===== src/rtl/rob_pkg.sv =====
package rob_pkg;
  typedef enum logic [1:0] {
    ACT_HOLD   = 2'd0,
    ACT_RETIRE = 2'd1,
    ACT_TRAP   = 2'd2
  } rob_act_e;
endpackage


===== src/rtl/rob_ptrs.sv =====
module rob_ptrs #(
  parameter int IDX_W = 3
) (
  input  logic             clk,
  input  logic             rst_n,
  input  logic             push,
  input  logic             pop,
  input  logic             clr,
  output logic [IDX_W-1:0] head_idx,
  output logic [IDX_W-1:0] tail_idx,
  output logic             full,
  output logic             empty
);
  localparam int PTR_W = IDX_W + 1;

  logic [PTR_W-1:0] head_q, head_d;
  logic [PTR_W-1:0] tail_q, tail_d;

  always_comb begin
    head_d = head_q;
    tail_d = tail_q;
    if (clr) begin
      head_d = '0;
      tail_d = '0;
    end else begin
      if (push) tail_d = tail_q + PTR_W'(1);
      if (pop)  head_d = head_q + PTR_W'(1);
    end
  end

  always_ff @(posedge clk or negedge rst_n) begin
    if (!rst_n) begin
      head_q <= '0;
      tail_q <= '0;
    end else begin
      head_q <= head_d;
      tail_q <= tail_d;
    end
  end

  assign head_idx = head_q[IDX_W-1:0];
  assign tail_idx = tail_q[IDX_W-1:0];
  // wrap bit distinguishes a full ring from an empty one
  assign empty = (head_q == tail_q);
  assign full  = (head_q[IDX_W] != tail_q[IDX_W]) &&
                 (head_q[IDX_W-1:0] == tail_q[IDX_W-1:0]);
endmodule


===== src/rtl/rob_commit_ctl.sv =====
module rob_commit_ctl
  import rob_pkg::*;
(
  input  logic     head_vld,
  input  logic     head_done,
  input  logic     head_flt,
  input  logic     flush,
  output rob_act_e act
);
  always_comb begin
    act = ACT_HOLD;
    if (!flush && head_vld && head_done) begin
      act = head_flt ? ACT_TRAP : ACT_RETIRE;
    end
  end
endmodule


===== src/rtl/rob_lookup.sv =====
module rob_lookup #(
  parameter int DEPTH  = 8,
  parameter int IDX_W  = 3,
  parameter int REG_W  = 5,
  parameter int DATA_W = 32
) (
  input  logic [DEPTH-1:0]             vld,
  input  logic [DEPTH-1:0]             done,
  input  logic [DEPTH-1:0]             flt,
  input  logic [DEPTH-1:0][REG_W-1:0]  dst,
  input  logic [DEPTH-1:0][DATA_W-1:0] val,
  input  logic [IDX_W-1:0]             head_idx,
  input  logic [REG_W-1:0]             lk_reg,
  output logic                         lk_hit,
  output logic                         lk_ready,
  output logic [DATA_W-1:0]            lk_data
);
  // walk from oldest to youngest; a later match overrides an earlier one
  always_comb begin
    lk_hit   = 1'b0;
    lk_ready = 1'b0;
    lk_data  = '0;
    for (int k = 0; k < DEPTH; k++) begin : g_scan
      logic [IDX_W-1:0] slot;
      slot = head_idx + IDX_W'(k);
      if (vld[slot] && (dst[slot] == lk_reg)) begin
        lk_hit   = 1'b1;
        lk_ready = done[slot] && !flt[slot];
        lk_data  = val[slot];
      end
    end
  end
endmodule


===== src/rtl/rob_core.sv =====
module rob_core
  import rob_pkg::*;
#(
  parameter int DEPTH  = 8,
  parameter int REG_W  = 5,
  parameter int DATA_W = 32,
  parameter int PC_W   = 32,
  localparam int IDX_W = $clog2(DEPTH)
) (
  input  logic              clk,
  input  logic              rst_n,
  input  logic              alloc_req,
  input  logic [REG_W-1:0]  alloc_dst,
  input  logic [PC_W-1:0]   alloc_pc,
  output logic              alloc_ready,
  output logic [IDX_W-1:0]  alloc_idx,
  input  logic              cmp_valid,
  input  logic [IDX_W-1:0]  cmp_idx,
  input  logic [DATA_W-1:0] cmp_data,
  input  logic              cmp_fault,
  input  logic              flush,
  output logic              cmt_valid,
  output logic [REG_W-1:0]  cmt_dst,
  output logic [DATA_W-1:0] cmt_data,
  output logic              exc_valid,
  output logic [PC_W-1:0]   exc_pc,
  input  logic [REG_W-1:0]  lk_reg,
  output logic              lk_hit,
  output logic              lk_ready,
  output logic [DATA_W-1:0] lk_data
);
  // reset: asserted asynchronously, released after two clock edges
  logic [1:0] rst_sync_q;
  logic       rst_q_n;

  always_ff @(posedge clk or negedge rst_n) begin
    if (!rst_n) rst_sync_q <= 2'b00;
    else        rst_sync_q <= {rst_sync_q[0], 1'b1};
  end
  assign rst_q_n = rst_sync_q[1];

  // slot state
  logic [DEPTH-1:0]             ent_vld, vld_n;
  logic [DEPTH-1:0]             ent_done, done_n;
  logic [DEPTH-1:0]             ent_flt, flt_n;
  logic [DEPTH-1:0][REG_W-1:0]  ent_dst;
  logic [DEPTH-1:0][PC_W-1:0]   ent_pc;
  logic [DEPTH-1:0][DATA_W-1:0] ent_data;
  logic [DEPTH-1:0]             we_id, we_res;

  logic [IDX_W-1:0] head_idx, tail_idx;
  logic             full, empty;
  rob_act_e         act;
  logic             retire, trap, clr_all, alloc_fire, cmp_fire;

  rob_ptrs #(.IDX_W(IDX_W)) ptrs_i (
    .clk      (clk),
    .rst_n    (rst_q_n),
    .push     (alloc_fire),
    .pop      (retire),
    .clr      (clr_all),
    .head_idx (head_idx),
    .tail_idx (tail_idx),
    .full     (full),
    .empty    (empty)
  );

  rob_commit_ctl ctl_i (
    .head_vld  (ent_vld[head_idx]),
    .head_done (ent_done[head_idx]),
    .head_flt  (ent_flt[head_idx]),
    .flush     (flush),
    .act       (act)
  );

  assign retire      = (act == ACT_RETIRE);
  assign trap        = (act == ACT_TRAP);
  assign clr_all     = flush || trap;
  assign alloc_ready = !full && !clr_all;
  assign alloc_fire  = alloc_req && alloc_ready;
  assign cmp_fire    = cmp_valid && ent_vld[cmp_idx] && !clr_all;

  always_comb begin
    vld_n  = ent_vld;
    done_n = ent_done;
    flt_n  = ent_flt;
    we_id  = '0;
    we_res = '0;
    for (int i = 0; i < DEPTH; i++) begin
      if (alloc_fire && (tail_idx == IDX_W'(i))) begin
        vld_n[i]  = 1'b1;
        done_n[i] = 1'b0;
        flt_n[i]  = 1'b0;
        we_id[i]  = 1'b1;
      end
      if (cmp_fire && (cmp_idx == IDX_W'(i))) begin
        done_n[i] = 1'b1;
        flt_n[i]  = cmp_fault;
        we_res[i] = 1'b1;
      end
      if (retire && (head_idx == IDX_W'(i))) vld_n[i] = 1'b0;
      if (clr_all) vld_n[i] = 1'b0;
    end
  end

  always_ff @(posedge clk or negedge rst_q_n) begin
    if (!rst_q_n) begin
      ent_vld  <= '0;
      ent_done <= '0;
      ent_flt  <= '0;
    end else begin
      ent_vld  <= vld_n;
      ent_done <= done_n;
      ent_flt  <= flt_n;
    end
  end

  // payload registers: clock-enabled, no reset
  always_ff @(posedge clk) begin
    for (int i = 0; i < DEPTH; i++) begin
      if (we_id[i]) begin
        ent_dst[i] <= alloc_dst;
        ent_pc[i]  <= alloc_pc;
      end
      if (we_res[i]) ent_data[i] <= cmp_data;
    end
  end

  rob_lookup #(
    .DEPTH (DEPTH),
    .IDX_W (IDX_W),
    .REG_W (REG_W),
    .DATA_W(DATA_W)
  ) lookup_i (
    .vld      (ent_vld),
    .done     (ent_done),
    .flt      (ent_flt),
    .dst      (ent_dst),
    .val      (ent_data),
    .head_idx (head_idx),
    .lk_reg   (lk_reg),
    .lk_hit   (lk_hit),
    .lk_ready (lk_ready),
    .lk_data  (lk_data)
  );

  assign alloc_idx = tail_idx;
  assign cmt_valid = retire;
  assign cmt_dst   = ent_dst[head_idx];
  assign cmt_data  = ent_data[head_idx];
  assign exc_valid = trap;
  assign exc_pc    = ent_pc[head_idx];
endmodule


===== config.mk =====
export PLATFORM = sky130hd
export DESIGN_NAME = rob_core
export DESIGN_NICKNAME = d
export VERILOG_FILES = /design/src/rtl/rob_pkg.sv /design/src/rtl/rob_ptrs.sv /design/src/rtl/rob_commit_ctl.sv /design/src/rtl/rob_lookup.sv /design/src/rtl/rob_core.sv
export SDC_FILE = /design/constraint.sdc
export NUM_CORES = 1
export LEC_CHECK = 0
export BUFFER_PORTS_ARGS = -buffer_cell sky130_fd_sc_hd__buf_2
export CAP_MARGIN = 25
export CORE_UTILIZATION = 40
export CTS_CLUSTER_DIAMETER = 200
export DETAILED_ROUTE_END_ITERATION = 6
export PLACE_DENSITY = 0.7
export SYNTH_ARGS = -nofsm -noshare
export SYNTH_HDL_FRONTEND = slang
export SYNTH_SLANG_ARGS = --single-unit
export TNS_END_PERCENT = 20

===== constraint.sdc =====
create_clock -name clk -period 5.9 [get_ports clk]
set_input_delay 0.885 -clock clk [delete_from_list [all_inputs] [get_ports clk]]
set_output_delay 0.885 -clock clk [all_outputs]
set_load 0.005 [all_outputs]

==> results of run 1 <==
metal layers:
metal  global-route usage (%)  part of all wire, %  up-vias  wire length, µm
met2                     36.1                   48     1507            48200
met3                     6.01                   11      357            11200
li1                         -                    -     9750                -
met4                     8.88                  4.3       28             4250
met1                     27.8                   36    12000            35900
met5                        0                 0.18        -              176
cell usage after synthesis (all sizes together), types with 20 or more instances:
cell       n
dfrtp     34
o2111ai   62
a21oi     43
a221oi    36
edfxtp   552
clkbuf    95
nor2     108
mux2i    160
mux4     403
inv       34
nand2    266
o21a      23
mux2      70
o211ai    36
buf      121
o21ai     50
xnor2     28
a22o      21
o22ai     20
power groups by stage:
stage / registers [mW] / clock network, mW / logic, mW
3_3_place_gp: 4.70 / 0 / 0.327
3_5_place_dp: 4.70 / 0 / 0.340
4_1_cts: 4.62 / 4.36 / 0.341
6_report: 4.62 / 4.27 / 0.343
5_1_grt: 4.62 / 4.50 / 0.370
2_1_floorplan: 4.70 / 0 / 0.170
state kept, by name (all words and copies together) (netlist names):
name           cells
ent_data         256
ent_pc           256
ent_flt            8
ent_vld            8
rst_sync_q         2
ent_dst           40
ent_done           8
ptrs_i.head_q      4
ptrs_i.tail_q      4
critical path: stages, from the launching register on:
cell and delay [ns]:
dfrtp_4 0.46, buf_4 0.59, mux4_2 0.61, o21ai_0 0.28, a211oi_2 0.19, buf_6 0.23
o21bai_2 0.99, o21ai_0 0.31, a221oi_2 0.33, a21oi_1 0.15, buf_2 0.16
repair_timing:
action / CTS / global route
endpoints found under the setup margin: 1 / 30
cloned: 0 / 1
pin swaps: 0 / 1
gates resized for setup: 1 / 4
final cells by class:
class / instances / area [µm²]
Fill cell: 7396 / 47200
Sequential cell: 586 / 17400
Multi-Input combinational cell: 1468 / 16700
Clock buffer: 81 / 1780
Timing Repair Buffer: 267 / 1700
Tap cell: 1155 / 1450
Clock inverter: 41 / 531
Inverter: 37 / 141
Antenna cell: 5 / 12.5
cells by family after synthesis:
| group | count (synthesis) | share of synthesized area [%] |
|---|---|---|
| AND/OR/NAND/NOR | 437 | 5.23 |
| AO/OA/AOI/OAI | 339 | 7.49 |
| flip-flops | 586 | 49.6 |
| other | 1 | 0.0107 |
| buffers and inverters | 253 | 3.39 |
| adder cells (fa/ha/maj) | 15 | 0.534 |
| multiplexers | 633 | 32.7 |
| XOR/XNOR | 42 | 1.07 |
stage by stage:
stage | utilization, % | total power, mW | area [µm²]
floorplan | - | 4.87 | 35100
global placement | 42.9 | 5.03 | 37300
detailed placement | 43.0 | 5.04 | 37300
CTS | 45.6 | 9.32 | 39600
global route | 45.7 | 9.49 | 39700
finish | 45.7 | 9.23 | 39700
path summary, 6_finish.rpt:
path                                     to  slack, ns  cells after the start
min                           rst_sync_q[1]       0.04                      1
max in group asynchronous  ptrs_i.head_q[1]       5.23                      1
max reg2reg                       ent_pc[3]       1.23                     10
max                             lk_data[22]       0.11                     10
min in group clk              rst_sync_q[1]       0.35                      0
min reg2reg                      ent_flt[2]       0.33                      1
==> results.json, run 1 <==
{
  "status": "finished, final reports clean",
  "cp_max_fo": 44,
  "synth_area_leaders": "edfxtp_1 (47%), mux4_2 (26%), mux2i_1 (4.6%), nand2_1 (2.8%), dfrtp_1 (2.4%)",
  "path_clk_slew_ns": 0.06,
  "hold_class": "in -> async",
  "layout-drive-gt1-share_pct": 36.5,
  "fp.dieW_um": 298,
  "io_buffers": 191,
  "ctsLongestPathBuffers": 3,
  "worst_pin_slew_ns": 1.27,
  "ant_nets": 0,
  "synth-seq-cells": 586,
  "route.detailed.drc": 0,
  "final_cells": 3640,
  "cts_setup_buffers": 0,
  "place_congestion": 0.903,
  "cts.sinks": 586,
  "pre_cts_ws_ns": 0.493,
  "powerDensity_nw_per_um2": 232,
  "power_frac_comb_pct": 3.7,
  "rr_startpoint": "ptrs_i.head_q[0]",
  "globalRoute.totalOverflow": 0,
  "cp-start-kind": "flip-flop",
  "grt_max_degree": 208,
  "vdd_drop_max_mv": 0.257,
  "dp_hpwl_um": 61300,
  "final_cell_mix": "edfxtp_1 (552), mux4_2 (402), nand2_1 (261)",
  "synth_ff_type": "edfxtp_1",
  "path_class": "reg -> out",
  "syn_area_um2": 35100,
  "clk_latency_ns": 0.62,
  "antenna_found_initial": 20,
  "finalClockSkew_ns": 0.0412,
  "synthToLayoutAreaGrowth_pct": 13.1,
  "cts_htree_levels": 3,
  "cts-buffers-inserted": 67,
  "coreArea_um2": 86900,
  "initial_core_util_pct": 40.4,
  "drtIter0Drc": 2984,
  "cts_tree": "yes",
  "synthCells": 2306,
  "row_count": 108,
  "finalHoldViolations": 0,
  "mostFrequentLayoutCell": "edfxtp_1",
  "holdBufCountCts": 0,
  "min_period_over_period_pct": 98.2,
  "slew_violations": 0,
  "viasPerCell": 6.50,
  "cap_violations": 0,
  "first_global_vias": 24100,
  "power_report.internal_total_mw": 7.23,
  "critPathRequiredTime_ns": 5.02,
  "die_h_um": 298,
  "hold_ws_ns": 0.0438,
  "end_kind": "primary output",
  "routed_wl_um": 99800,
  "dp_cells": 3511,
  "grt_usage_pct": 22.1,
  "setup_viol_count_final": 0,
  "timing.max_slew.rel_slack_pct": 15.1,
  "post_drt_wl_per_cell_um": 27.4,
  "ios": 192,
  "synth-edff-count": 552,
  "dr.pass1.iters": 7,
  "fmax_mhz": 173,
  "synth_cell_types": 71,
  "yosysTopAreaCell": "edfxtp_1",
  "switching_power_mw": 2.00,
  "layout_setup_ws_ns": 0.107,
  "mappedNetlistNets": 2404,
  "worstPathArrival_ns": 4.91,
  "yosysTopAreaCellShare_pct": 47.2,
  "p_leak_nw": 13.1,
  "die_area_um2": 89000,
  "layout.nets": 2525,
  "power.share.clock_pct": 46.3,
  "grt_pass1_wl_um": 150000,
  "route.vias.total": 23600,
  "setup_tns_ns": 0,
  "syn_area_per_cell_um2": 15.2,
  "clockRootBuffer": "clkbuf_16",
  "async_flop_share_pct": 5.80,
  "switching_share_pct": 21.6,
  "critPathLaunch": "ptrs_i.head_q[0]",
  "p_seq_share_pct": 50.0,
  "period_minus_slack_ns": 5.79,
  "yosysSeqAreaShare_pct": 49.6,
  "synth_warnings": 0
}
No activity file was read; power rests on OpenSTA's default activity.
==> run 2, diff against run 1 <==
--- a/config.mk
+++ b/config.mk
@@ -5,12 +5,12 @@
 export SDC_FILE = /design/constraint.sdc
 export NUM_CORES = 1
 export LEC_CHECK = 0
-export BUFFER_PORTS_ARGS = -buffer_cell sky130_fd_sc_hd__buf_2
 export CAP_MARGIN = 25
 export CORE_UTILIZATION = 40
 export CTS_CLUSTER_DIAMETER = 200
 export DETAILED_ROUTE_END_ITERATION = 6
-export PLACE_DENSITY = 0.7
+export DONT_BUFFER_PORTS = 1
+export PLACE_DENSITY = 0.68
 export SYNTH_ARGS = -nofsm -noshare
 export SYNTH_HDL_FRONTEND = slang
 export SYNTH_SLANG_ARGS = --single-unit
==> results.json, run 2 (same netlist as run 1, synthesis figures left out) <==
{
  "power_report.internal_total_mw": 7.10,
  "worst_pin_slew_ns": 1.09,
  "n_antenna_cell": 0,
  "switching_power_mw": 1.94,
  "rr_startpoint": "ptrs_i.head_q[0]",
  "worstPathArrival_ns": 4.82,
  "cts_htree_levels": 3,
  "place_congestion": 0.873,
  "dr.pass1.iters": 7,
  "violations": "design-rule violations",
  "switching_share_pct": 21.5,
  "final_cell_mix": "edfxtp_1 (552), mux4_2 (402), nand2_1 (261)",
  "finalClockSkew_ns": 0.0523,
  "pre_cts_ws_ns": 0.674,
  "die_area_um2": 89000,
  "globalRoute.totalOverflow": 0,
  "r2r-end": "ent_data[58]",
  "initial_core_util_pct": 40.4,
  "timing.max_slew.rel_slack_pct": 27.1,
  "route.detailed.drc": 1,
  "status": "finished, violations left",
  "power.share.clock_pct": 46.1,
  "biggestRegsByFlops": "ent_data: 256 flops, ent_pc: 256 flops, ent_dst: 40 flops",
  "synthToLayoutAreaGrowth_pct": 10.6,
  "dp_hpwl_um": 60000,
  "critPathRequiredTime_ns": 5.02,
  "fp.dieW_um": 298,
  "end_kind": "primary output",
  "setup_viol_count_final": 0,
  "die_h_um": 298,
  "period_minus_slack_ns": 5.71,
  "layout.nets": 2357,
  "ctsLongestPathBuffers": 3,
  "cts_tree": "yes",
  "grt_pass1_wl_um": 150000,
  "rsz0062_at_grt": "no",
  "coreArea_um2": 86900,
  "layout_setup_ws_ns": 0.194,
  "path_class": "reg -> out",
  "routed_wl_um": 100000,
  "first_global_vias": 23400,
  "hold_class": "reg -> async",
  "slew_violations": 0,
  "cap_violations": 0,
  "powerDensity_nw_per_um2": 233,
  "post-route-util_pct": 44.7,
  "route.vias.total": 22900,
  "io_buffers": 0,
  "ios": 192,
  "grt_max_degree": 156,
  "post_drt_wl_per_cell_um": 28.9,
  "cp_max_fo": 31,
  "p_leak_nw": 12.4,
  "path_clk_slew_ns": 0.06,
  "antenna_found_initial": 1,
  "drtIter0Drc": 2524,
  "mostFrequentLayoutCell": "edfxtp_1",
  "critPathLaunch": "ptrs_i.head_q[0]",
  "clk_latency_ns": 0.64,
  "cts.sinks": 586,
  "layout-drive-gt1-share_pct": 31.4,
  "fmax_mhz": 175,
  "finalHoldViolations": 0,
  "vdd_drop_max_mv": 0.235,
  "ant_nets": 0,
  "cts-buffers-inserted": 67,
  "min_period_over_period_pct": 96.7,
  "grt_usage_pct": 22.3,
  "viasPerCell": 6.62,
  "rrSetupSlack_ns": 1.25,
  "setup_tns_ns": 0,
  "row_count": 108,
  "clockRootBuffer": "clkbuf_16",
  "r2r.worst_path.cells": 8,
  "p_seq_share_pct": 51.1,
  "power_frac_comb_pct": 2.7,
  "cp-start-kind": "flip-flop"
}
run 2: metrics by stage:
step	cells	area [µm²]	hold slack (ns)	power, mW
2_1_floorplan	2306	35100	0.331	4.87
3_3_place_gp	3338	36500	0.289	4.94
3_5_place_dp	3339	36500	0.295	4.95
4_1_cts	3460	38700	0.271	9.12
5_1_grt	3465	38800	0.311	9.30
6_report	3465	38800	0.246	9.04
run 2: how the worst max path moves through the flow:
stage | end | slack, ns | cells after the start
5_1_grt | lk_data[20] | 0.004 | 11
3_5_place_dp | lk_data[30] | 0.67 | 11
3_3_place_gp | lk_data[30] | 0.75 | 11
2_1_floorplan | lk_data[0] | 0.12 | 19
4_1_cts | lk_data[30] | 0.03 | 11
6_report | lk_ready | 0.19 | 12
run 2: layer usage:
| layer | track usage [%] | wire length (µm) | share of wire (%) |
|---|---|---|---|
| met1 | 27.6 | 35900 | 36 |
| met2 | 37.0 | 48800 | 49 |
| met5 | 0 | 13 | 0.013 |
| met4 | 7.01 | 2980 | 3.0 |
| met3 | 7.19 | 12300 | 12 |
run 2: final cells by class:
type,count,area (µm²)
Sequential cell,586,17400
Inverter,37,141
Multi-Input combinational cell,1467,16700
Fill cell,7411,48000
Clock inverter,37,488
Tap cell,1155,1450
Timing Repair Buffer,100,920
Clock buffer,83,1740
run 2: power by group through the flow:
stage	clock network (mW)	registers, mW	logic [mW]
floorplan	0	4.70	0.170
finish	4.17	4.62	0.248
detailed placement	0	4.71	0.243
CTS	4.25	4.62	0.246
global placement	0	4.70	0.240
global route	4.41	4.62	0.265
run 2: critical path: stages, from the launching register on:
cell and delay, ns:
dfrtp_4 0.62, ha_1 0.33, ha_4 0.55, buf_4 0.67, nand2b_1 0.19, o2111ai_4 0.16
buf_4 0.54, or3_1 0.21, o211ai_1 0.09, a2111oi_0 0.42, a211oi_1 0.10, buf_4 0.18
buf_4 0.13
run 2: what timing repair did:
item	4_1_cts	5_1_grt
gates resized for setup	0	10
hold buffers	1	0
hold endpoints to repair	2	0
setup buffers	0	3
endpoints found under the setup margin	0	21
